**config.mk**
```make
export PLATFORM = sky130hd
export DESIGN_NAME = io_port_ctl
export DESIGN_NICKNAME = d
export VERILOG_FILES = /design/src/rtl/io_port_pkg.sv /design/src/rtl/io_port_regs.sv /design/src/rtl/io_port_strobe_latch.sv /design/src/rtl/io_port_pin_mux.sv /design/src/rtl/io_port_ctl.sv
export SDC_FILE = /design/constraint.sdc
export NUM_CORES = 1
export LEC_CHECK = 0
export BUFFER_PORTS_ARGS = -buffer_cell sky130_fd_sc_hd__buf_2
export CORE_ASPECT_RATIO = 1.75
export CORE_UTILIZATION = 35
export CTS_BUF_LIST = sky130_fd_sc_hd__clkbuf_16
export DETAILED_ROUTE_END_ITERATION = 6
export PLACE_DENSITY = 0.6
export SLEW_MARGIN = 5
export SYNTH_ARGS = -nofsm -noshare
export SYNTH_HDL_FRONTEND = slang
export SYNTH_SLANG_ARGS = --single-unit
```
**constraint.sdc**
```tcl
create_clock -name clk_i -period 3.12 [get_ports clk_i]
set_input_delay 0.312 -clock clk_i [delete_from_list [all_inputs] [get_ports clk_i]]
set_output_delay 0.312 -clock clk_i [all_outputs]
set_load 0.01 [all_outputs]
```
**src/rtl/io_port_pkg.sv**
```systemverilog
package io_port_pkg;
  typedef enum logic [1:0] {
    MODE_REG     = 2'd0,
    MODE_ADR_OUT = 2'd1,
    MODE_ADR_IN  = 2'd2,
    MODE_REG_ALT = 2'd3
  } port_mode_e;

  typedef enum logic [1:0] {
    SEL_DATA = 2'd0,
    SEL_DIR  = 2'd1,
    SEL_CTRL = 2'd2,
    SEL_AUX  = 2'd3
  } reg_sel_e;
endpackage

```
**src/rtl/io_port_regs.sv**
```systemverilog
module io_port_regs #(
  parameter int WIDTH = 8
) (
  input  logic             clk_i,
  input  logic             rst_ni,
  input  logic             wr_en_i,
  input  logic [1:0]       wr_sel_i,
  input  logic [WIDTH-1:0] wr_data_i,
  output logic [WIDTH-1:0] data_o,
  output logic [WIDTH-1:0] dir_o,
  output logic [WIDTH-1:0] ctrl_o
);
  import io_port_pkg::*;

  always_ff @(posedge clk_i or negedge rst_ni) begin
    if (!rst_ni) begin
      data_o <= '0;
      dir_o  <= '0;
      ctrl_o <= '0;
    end else if (wr_en_i) begin
      case (reg_sel_e'(wr_sel_i))
        SEL_DATA: data_o <= wr_data_i;
        SEL_DIR:  dir_o  <= wr_data_i;
        SEL_CTRL: ctrl_o <= wr_data_i;
        default:  ;
      endcase
    end
  end

  always @(posedge clk_i) begin
    if (!rst_ni) AST_RESET_CLEAR: assert (dir_o == '0 && ctrl_o == '0 && data_o == '0);
  end

  AST_DIR_WRITE: assert property (@(posedge clk_i) disable iff (!rst_ni)
    wr_en_i && wr_sel_i == 2'd1 |=> dir_o == $past(wr_data_i));
  AST_AUX_NO_EFFECT: assert property (@(posedge clk_i) disable iff (!rst_ni)
    wr_en_i && wr_sel_i == 2'd3 |=> $stable(dir_o) && $stable(ctrl_o) && $stable(data_o));
endmodule

```
**src/rtl/io_port_strobe_latch.sv**
```systemverilog
module io_port_strobe_latch #(
  parameter int WIDTH = 8
) (
  input  logic             clk_i,
  input  logic             rst_ni,
  input  logic             ale_i,
  input  logic [WIDTH-1:0] d_i,
  output logic [WIDTH-1:0] held_o,
  output logic [WIDTH-1:0] flow_o
);
  always_ff @(posedge clk_i or negedge rst_ni) begin
    if (!rst_ni)    held_o <= '0;
    else if (ale_i) held_o <= d_i;
  end

  // transparent while strobe high, holds afterwards
  assign flow_o = ale_i ? d_i : held_o;

  AST_LATCH_HOLD: assert property (@(posedge clk_i) disable iff (!rst_ni)
    !ale_i |=> $stable(held_o));
  AST_LATCH_CAPTURE: assert property (@(posedge clk_i) disable iff (!rst_ni)
    ale_i |=> held_o == $past(d_i));
endmodule

```
**src/rtl/io_port_pin_mux.sv**
```systemverilog
module io_port_pin_mux #(
  parameter int WIDTH = 8
) (
  input  logic             clk_i,
  input  logic             rst_ni,
  input  logic [1:0]       mode_i,
  input  logic             mux_bus_i,
  input  logic             pt_en_i,
  input  logic [WIDTH-1:0] pt_oe_i,
  input  logic [WIDTH-1:0] data_i,
  input  logic [WIDTH-1:0] dir_i,
  input  logic [WIDTH-1:0] ctrl_i,
  input  logic [WIDTH-1:0] adr_live_i,
  input  logic [WIDTH-1:0] adr_lat_i,
  input  logic [WIDTH-1:0] pad_i,
  output logic [WIDTH-1:0] pad_o,
  output logic [WIDTH-1:0] pad_oe_o,
  output logic [WIDTH-1:0] pin_rd_o
);
  import io_port_pkg::*;

  port_mode_e mode;
  assign mode = port_mode_e'(mode_i);

  for (genvar b = 0; b < WIDTH; b++) begin : g_bit
    logic pt_b;
    assign pt_b = pt_en_i & pt_oe_i[b];

    always_comb begin
      unique case (mode)
        MODE_ADR_OUT: begin
          pad_oe_o[b] = pt_b | (dir_i[b] & ctrl_i[b]);
          pad_o[b]    = mux_bus_i ? adr_lat_i[b] : adr_live_i[b];
        end
        MODE_ADR_IN: begin
          pad_oe_o[b] = 1'b0;
          pad_o[b]    = data_i[b];
        end
        default: begin
          pad_oe_o[b] = dir_i[b] | pt_b;
          pad_o[b]    = data_i[b];
        end
      endcase
    end

    assign pin_rd_o[b] = pad_oe_o[b] ? pad_o[b] : pad_i[b];
  end

  AST_ADR_IN_NO_DRIVE: assert property (@(posedge clk_i) disable iff (!rst_ni)
    mode_i == 2'd2 |-> pad_oe_o == '0);
  AST_REG_DIR_DRIVES: assert property (@(posedge clk_i) disable iff (!rst_ni)
    (mode_i == 2'd0 || mode_i == 2'd3) |-> (pad_oe_o & dir_i) == dir_i);
  AST_NO_PT_NO_EXTRA: assert property (@(posedge clk_i) disable iff (!rst_ni)
    !pt_en_i && mode_i != 2'd1 |-> (pad_oe_o & ~dir_i) == '0);
  AST_CTRL_ALONE_IDLE: assert property (@(posedge clk_i) disable iff (!rst_ni)
    mode_i == 2'd1 && !pt_en_i |-> (pad_oe_o & ~dir_i) == '0);
endmodule

```
**src/rtl/io_port_ctl.sv**
```systemverilog
module io_port_ctl #(
  parameter int WIDTH  = 8,
  parameter int ADDR_W = 16
) (
  input  logic              clk_i,
  input  logic              rst_ni,
  input  logic              wr_en_i,
  input  logic [1:0]        wr_sel_i,
  input  logic [WIDTH-1:0]  wr_data_i,
  input  logic [1:0]        rd_sel_i,
  output logic [WIDTH-1:0]  rd_data_o,
  input  logic [1:0]        mode_i,
  input  logic              mux_bus_i,
  input  logic              pt_en_i,
  input  logic [WIDTH-1:0]  pt_oe_i,
  input  logic [ADDR_W-1:0] addr_i,
  input  logic              ale_i,
  input  logic [WIDTH-1:0]  pad_i,
  output logic [WIDTH-1:0]  pad_o,
  output logic [WIDTH-1:0]  pad_oe_o
);
  import io_port_pkg::*;

  localparam int LOW_W = (WIDTH < ADDR_W) ? WIDTH : ADDR_W;

  logic [WIDTH-1:0] data_q, dir_q, ctrl_q;
  logic [WIDTH-1:0] adr_low, adr_lat, adr_lat_held;
  logic [WIDTH-1:0] adr_in_q, adr_in_flow;
  logic [WIDTH-1:0] pin_rd;

  always_comb begin
    adr_low = '0;
    adr_low[LOW_W-1:0] = addr_i[LOW_W-1:0];
  end

  io_port_regs #(.WIDTH(WIDTH)) u_regs (
    .clk_i, .rst_ni, .wr_en_i, .wr_sel_i, .wr_data_i,
    .data_o(data_q), .dir_o(dir_q), .ctrl_o(ctrl_q)
  );

  io_port_strobe_latch #(.WIDTH(WIDTH)) u_adr_out_lat (
    .clk_i, .rst_ni, .ale_i, .d_i(adr_low),
    .held_o(adr_lat_held), .flow_o(adr_lat)
  );

  io_port_strobe_latch #(.WIDTH(WIDTH)) u_adr_in_lat (
    .clk_i, .rst_ni, .ale_i, .d_i(pad_i),
    .held_o(adr_in_q), .flow_o(adr_in_flow)
  );

  io_port_pin_mux #(.WIDTH(WIDTH)) u_pins (
    .clk_i, .rst_ni, .mode_i, .mux_bus_i, .pt_en_i, .pt_oe_i,
    .data_i(data_q), .dir_i(dir_q), .ctrl_i(ctrl_q),
    .adr_live_i(adr_low), .adr_lat_i(adr_lat), .pad_i,
    .pad_o, .pad_oe_o, .pin_rd_o(pin_rd)
  );

  always_comb begin
    unique case (reg_sel_e'(rd_sel_i))
      SEL_DIR:  rd_data_o = dir_q;
      SEL_CTRL: rd_data_o = ctrl_q;
      SEL_AUX:  rd_data_o = adr_in_q;
      default:  rd_data_o = pin_rd;
    endcase
  end

  AST_MUX_HELD_OUT: assert property (@(posedge clk_i) disable iff (!rst_ni)
    mode_i == 2'd1 && mux_bus_i && !ale_i |-> pad_o == adr_lat_held);
  AST_READ_INPUTS: assert property (@(posedge clk_i) disable iff (!rst_ni)
    rd_sel_i == 2'd0 |-> (rd_data_o & ~pad_oe_o) == (pad_i & ~pad_oe_o));
endmodule

```
==> qor.csv, run 1 <==
metric,value,unit
outcome,"complete, no violations",
Final Skew,0,ps
Fillers,558,
Initial Utilization,36.9,%
endpoints failing hold,0,
Placed Area,0.00249,mm²
dominant cell type by area after synthesis,dfrtp_1,
Synth Instances,159,
fin worst setup slack,811,ps
endpoints failing setup,0,
HP Class,primary input to async pin,
PortBufs,67,
final slew viol count,0,
nets,278,
largest net degree at the start of global routing,41,
Post-Syn Area per Cell,13.2,µm²
die area,0.00631,mm²
Critical Path RT,2810,ps
clock sink count,40,
Max Clock Freq,433,MHz
worst-case clock buffer depth,2,
Final HPWL DP,3.83,mm
total grt overflow,0,
Compound-Gate Fraction of Synth Area,5.73,%
Synth Area in XOR/XNOR,0,%
WL per Instance,15.9,µm
design area,0.00263,mm²
synthesis-to-layout area growth,25.3,%
first-pass GRT wire length,8.15,mm
crit path kind,primary input to primary output,
worst skew pair latency,280,ps
setup_tns,0,ps
antenna violations before repair,0,
Die Wd,60.5,µm
Post-Synth Adder-Cell Area,0,%
top-area cell type share of the netlist area,47.8,%
Post-Route WL,4.81,mm
largest family of logic cells by synthesized area,multiplexers,
CTS tree,done,
Setup Slack @ Placement,811,ps
Synth warnings,0,
routability congestion estimate,0.731,
CTS hold repair buffers,0,
# H-tree levels,2,
CTS Root Cell,clkbuf_16,
Period minus WS final,2310,ps
Unique masters post-synth,16,
crit end category,primary output,
Maximum Capacitance Violations,0,
Remaining DRCs,0,
share of cells above drive strength 1,58.6,%
number of CTS-inserted buffers,5,
vias per cell,5.10,
antenna-violating nets left,0,
#FFs+latches synth,40,
PostCTS Resize Cnt,0,
Synth Area in Simple Gates,5.79,%
clk slew on worst S/H paths,50,ps
Mapped Nets,211,
Die Span Y,104,µm
core area,0.00568,mm²
crit-path max FO,24,
period utilization,74.0,%
VDD IR max,0.220,mV
leakage,1.23,nW
GRT Total Usage,17.3,%
First-pass DRT Iterations,4,
Worst-Margin Slew,869,ps
power density over cell area,564,mW/mm²
RSZ-0062 raised after global routing,false,
n_diodes,0,
via count,1544,
number of global-route vias before repair,1645,
Post CTS Setup Buffer Count,0,
Ports,76,
sequential-to-total area share from yosys stat,47.8,%
Iteration-0 DRC Markers,42,
synthesized area,0.00209,mm²
"top cells by area, synth","dfrtp_1, mux2_2, mux4_2",
Core Rows,36,
crit start category,primary input,
multiplexer share of the synthesized area,38.2,%
Critical Path AT,2000,ps
Slew HR,42.1,%
per-stage QoR:
| step | total power [mW] | hold WS, ps | instances | util (%) |
|---|---|---|---|---|
| detailed placement | 1.03 | 480 | 295 | 43.8 |
| CTS | 1.50 | 187 | 303 | 46.3 |
| finish | 1.48 | 152 | 303 | 46.3 |
| global route | 1.57 | 230 | 303 | 46.3 |
| floorplan | 0.881 | 16.4 | 159 | - |
| global placement | 1.01 | 482 | 295 | 43.8 |
worst max-delay path, stage by stage:
cell and delay, ps:
buf_2 90, nand2b_4 270, o21ai_0 140, a21oi_1 200, mux2_2 360, mux4_2 460, buf_2 160
synthesized netlist by cell type (all sizes together):
master,count
mux2,48
nand2,16
o21ai,16
nor3b,1
nor2b,1
mux4,8
nand2b,2
a21oi,8
nand3b,2
mux2i,8
clkbuf,3
dfrtp,40
buf,6
registers in the layout (all words and copies together), names as in the netlist:
signal	count
u_adr_in_lat.held_o	8
u_adr_out_lat.held_o	8
u_regs.ctrl_o	8
u_regs.data_o	8
u_regs.dir_o	8
routing by layer:
| layer | global-route usage (%) | vias to the layer above | part of all wire, % |
|---|---|---|---|
| met2 | 29.1 | 45 | 52 |
| met4 | 6.98 | 0 | 2.2 |
| met5 | 0 | - | 0 |
| met3 | 2.86 | 10 | 4.0 |
| met1 | 21.1 | 769 | 42 |
| li1 | - | 720 | - |
worst paths after layout:
path | to | cells after the start | slack [ps] | startpoint
min | u_adr_out_lat.held_o[6]$_DFF_PN0_ | 1 | 150 | rst_ni
min reg2reg | u_adr_in_lat.held_o[6]$_DFFE_PN0P_ | 1 | 500 | u_adr_in_lat.held_o[6]$_DFFE_PN0P_
max | rd_data_o[0] | 7 | 810 | mode_i[1]
max reg2reg | u_regs.dir_o[0]$_DFFE_PN0P_ | 1 | 2340 | u_regs.dir_o[0]$_DFFE_PN0P_
max in group asynchronous | u_adr_in_lat.held_o[5]$_DFFE_PN0P_ | 1 | 2420 | rst_ni
min in group clk_i | u_adr_out_lat.held_o[5]$_DFF_PN0_ | 2 | 280 | addr_i[5]
cell usage in the layout, fill, tap and decap left out, drive strengths merged:
master and count:
a21oi 8, buf 69, clkbuf 5, clkinv 1
dfrtp 40, inv 2, mux2 48, mux2i 8
mux4 8, nand2 16, nand2b 2, nand3b 2
nor2b 1, nor3b 1, o21ai 16
area by class of cell:
| cell class | count | area [µm²] | area share [%] |
|---|---|---|---|
| Clock inverter | 3 | 11.3 | 0.429 |
| Timing Repair Buffer | 69 | 350 | 13.3 |
| Tap cell | 76 | 95.1 | 3.62 |
| Multi-Input combinational cell | 110 | 1040 | 39.7 |
| Sequential cell | 40 | 1000 | 38.1 |
| Clock buffer | 5 | 125 | 4.77 |
kinds of logic after synthesis:
kind of cell | count (synthesis)
AOI/OAI and AO/OA | 24
buffers and inverters | 9
DFF | 40
muxes | 64
and+or+nand+nor | 22
report_power, final:
| part | switching, mW | total (mW) | internal (mW) |
|---|---|---|---|
| clock | 0.182 | 0.469 | 0.287 |
| combinational | 0.162 | 0.362 | 0.201 |
| sequential | 0.0506 | 0.650 | 0.600 |
Note: power is estimated with default switching activity, not from simulation.
==> run 2: changes to the inputs <==
Settings changed: PLACE_DENSITY 0.6 to 0.62.
Clock period 3.12 ns to 1.9 ns, I/O delays scaled along.
==> qor.csv, run 2 (synthesized netlist as in run 1, its figures left out) <==
metric,value,unit,change
outcome,finished with violations,,
failing checks,setup timing,,
vias per cell,4.92,,-3.4%
VDD IR max,0.350,mV,+59%
RSZ-0062 raised after global routing,true,,
Final Skew,0,ps,unchanged
Final Instance Count excl. Fillers,342,,+13%
final slew viol count,0,,unchanged
endpoints failing hold,0,,unchanged
CP endpoint,rd_data_o[7],,
CP Buf/Inv Count,1,,-1
Placed Area,0.00261,mm²,+4.8%
Ports,76,,unchanged
r2r worst-path depth,2,,+1
Crit. Startpoint,u_regs.ctrl_o[7]$_DFFE_PN0P_,,
Die Span Y,104,µm,unchanged
r2r setup slk,990,ps,-1350 ps
Remaining DRCs,0,,unchanged
CTS tree,done,,
worst-case clock buffer depth,2,,unchanged
CTS Root Cell,clkbuf_16,,
largest stage delay on the critical path,470,ps,about the same
endpoints failing setup,9,,+9
Slowest cell on crit path,mux4_2,,
CP top delay family,multiplexers,,
clock sink count,40,,unchanged
CP Depth,5,,-2
worst hold stages,2,,
critical-path cell list,"o21ai_2, a21oi_2, mux2_4, mux4_2, buf_6",,
nets,317,,+14%
via count,1684,,+9.1%
Post-Route WL,5.33,mm,+11%
Critical Path RT,1710,ps,-1100 ps
HP Class,primary input to flip-flop,,
# H-tree levels,2,,unchanged
n_diodes,0,,unchanged
share of cells above drive strength 1,69.5,%,+11 points
number of CTS-inserted buffers,5,,unchanged
crit start category,flip-flop,,
die area,0.00631,mm²,unchanged
antenna violations before repair,0,,unchanged
synthesis-to-layout area growth,45.6,%,
PortBufs,67,,unchanged
Final HPWL DP,3.85,mm,+0.44%
crit end category,primary output,,
first-pass GRT wire length,8.43,mm,+3.5%
worst skew pair latency,280,ps,about the same
Critical Path AT,1850,ps,-150 ps
number of global-route vias before repair,1730,,+5.2%
Initial Utilization,36.9,%,unchanged
Maximum Capacitance Violations,0,,unchanged
fin worst setup slack,-142,ps,-953 ps
Slew HR,65.1,%,+23 points
placed insts,311,,+5.4%
crit path kind,flip-flop to primary output,,
crit-path max FO,3,,-88%
"commonest cells after routing, fill and taps aside","buf_2, mux2_2, buf_4, dfrtp_1, nand2_1",,
Worst-Margin Slew,522,ps,-346 ps
leakage,1.46,nW,+19%
Period minus WS final,2040,ps,
Core Rows,36,,unchanged
clk slew on worst S/H paths,60,ps,about the same
period utilization,107,%,
Die Wd,60.5,µm,unchanged
Reg-to-Reg Start,u_regs.dir_o[7]$_DFFE_PN0P_,,
reg2reg end,u_regs.dir_o[7]$_DFFE_PN0P_,,
power density over cell area,907,mW/mm²,+61%
First-pass DRT Iterations,4,,unchanged
largest net degree at the start of global routing,41,,unchanged
core area,0.00568,mm²,unchanged
design area,0.00305,mm²,+16%
routability congestion estimate,0.781,,+6.7%
WL per Instance,15.6,µm,-1.7%
Iteration-0 DRC Markers,48,,+14%
"most common cell after layout, fill and taps aside",buf_2,,
antenna-violating nets left,0,,unchanged
Max Clock Freq,490,MHz,
GRT Total Usage,18.1,%,+0.81 points
total grt overflow,0,,unchanged
## run 2: changes by cell type in the layout (fill, tap and decap cells not counted), moves of 5 or more
cell	change
a21oi_1	-8
a21oi_2	+8
buf_2	-8
buf_4	+38
buf_6	+8
mux2_2	-6
mux2_4	+6
o21ai_0	-8
o21ai_1	+5
## run 2: worst min path at each step
stage	end	start
2_1_floorplan	u_adr_in_lat.held_o[0]$_DFFE_PN0P_	rst_ni
3_3_place_gp	u_adr_out_lat.held_o[6]$_DFF_PN0_	rst_ni
3_5_place_dp	u_adr_out_lat.held_o[6]$_DFF_PN0_	rst_ni
4_1_cts	u_adr_out_lat.held_o[0]$_DFF_PN0_	addr_i[0]
5_1_grt	u_adr_out_lat.held_o[1]$_DFF_PN0_	addr_i[1]
6_report	u_adr_out_lat.held_o[0]$_DFF_PN0_	addr_i[0]
## run 2: layer usage
| metal | wire length, µm | global-route usage (%) | up-vias |
|---|---|---|---|
| met3 | 171 | 3.86 | 5 |
| met1 | 2120 | 20.9 | 843 |
| met4 | 86 | 8.60 | 0 |
| met5 | 0 | 0 | - |
| li1 | - | - | 793 |
| met2 | 2950 | 30.4 | 43 |
## run 2: timing repair
action	in CTS	in global routing
buffers inserted	19	3
cloned	0	0
hold buffers	1	0
endpoints found under the hold margin	35	0
resized for setup	21	15
endpoints found under the setup margin	8	9
pin swaps	14	5
## run 2: cell type report
type                       instances  area, µm²
fill                             516       2630
clock inverter                     3       15.0
sequential                        40       1000
clock buffer                       5        125
timing repair buffer             108        696
tap                               76       95.1
multi-input combinational        110       1120
## run 2: worst register-to-register path, delay by kind of cell (launching register included)
kind | cells | cell delay (ps)
buffers and inverters | 1 | 150
flip-flops | 1 | 400
multiplexers | 1 | 250
## run 2: per-stage QoR
| stage | utilization [%] | total power, mW | TNS, ps | setup WS (ps) | hold WS [ps] |
|---|---|---|---|---|---|
| final | 53.7 | 2.77 | -954 | -142 | 152 |
| after global routing | 53.7 | 2.90 | -1440 | -184 | 160 |
| after CTS | 52.3 | 2.72 | -1000 | -141 | 151 |
| after detailed placement | 46.0 | 1.75 | -1480 | -215 | 291 |
| after global placement | 46.0 | 1.73 | -1130 | -168 | 281 |
| after floorplan | - | 1.45 | 0 | 29.7 | -106 |
## run 2: where the power goes
group	internal (mW)	switching, mW
clock network	0.476	0.324
registers	0.984	0.0774
logic	0.551	0.352
total	2.01	0.754
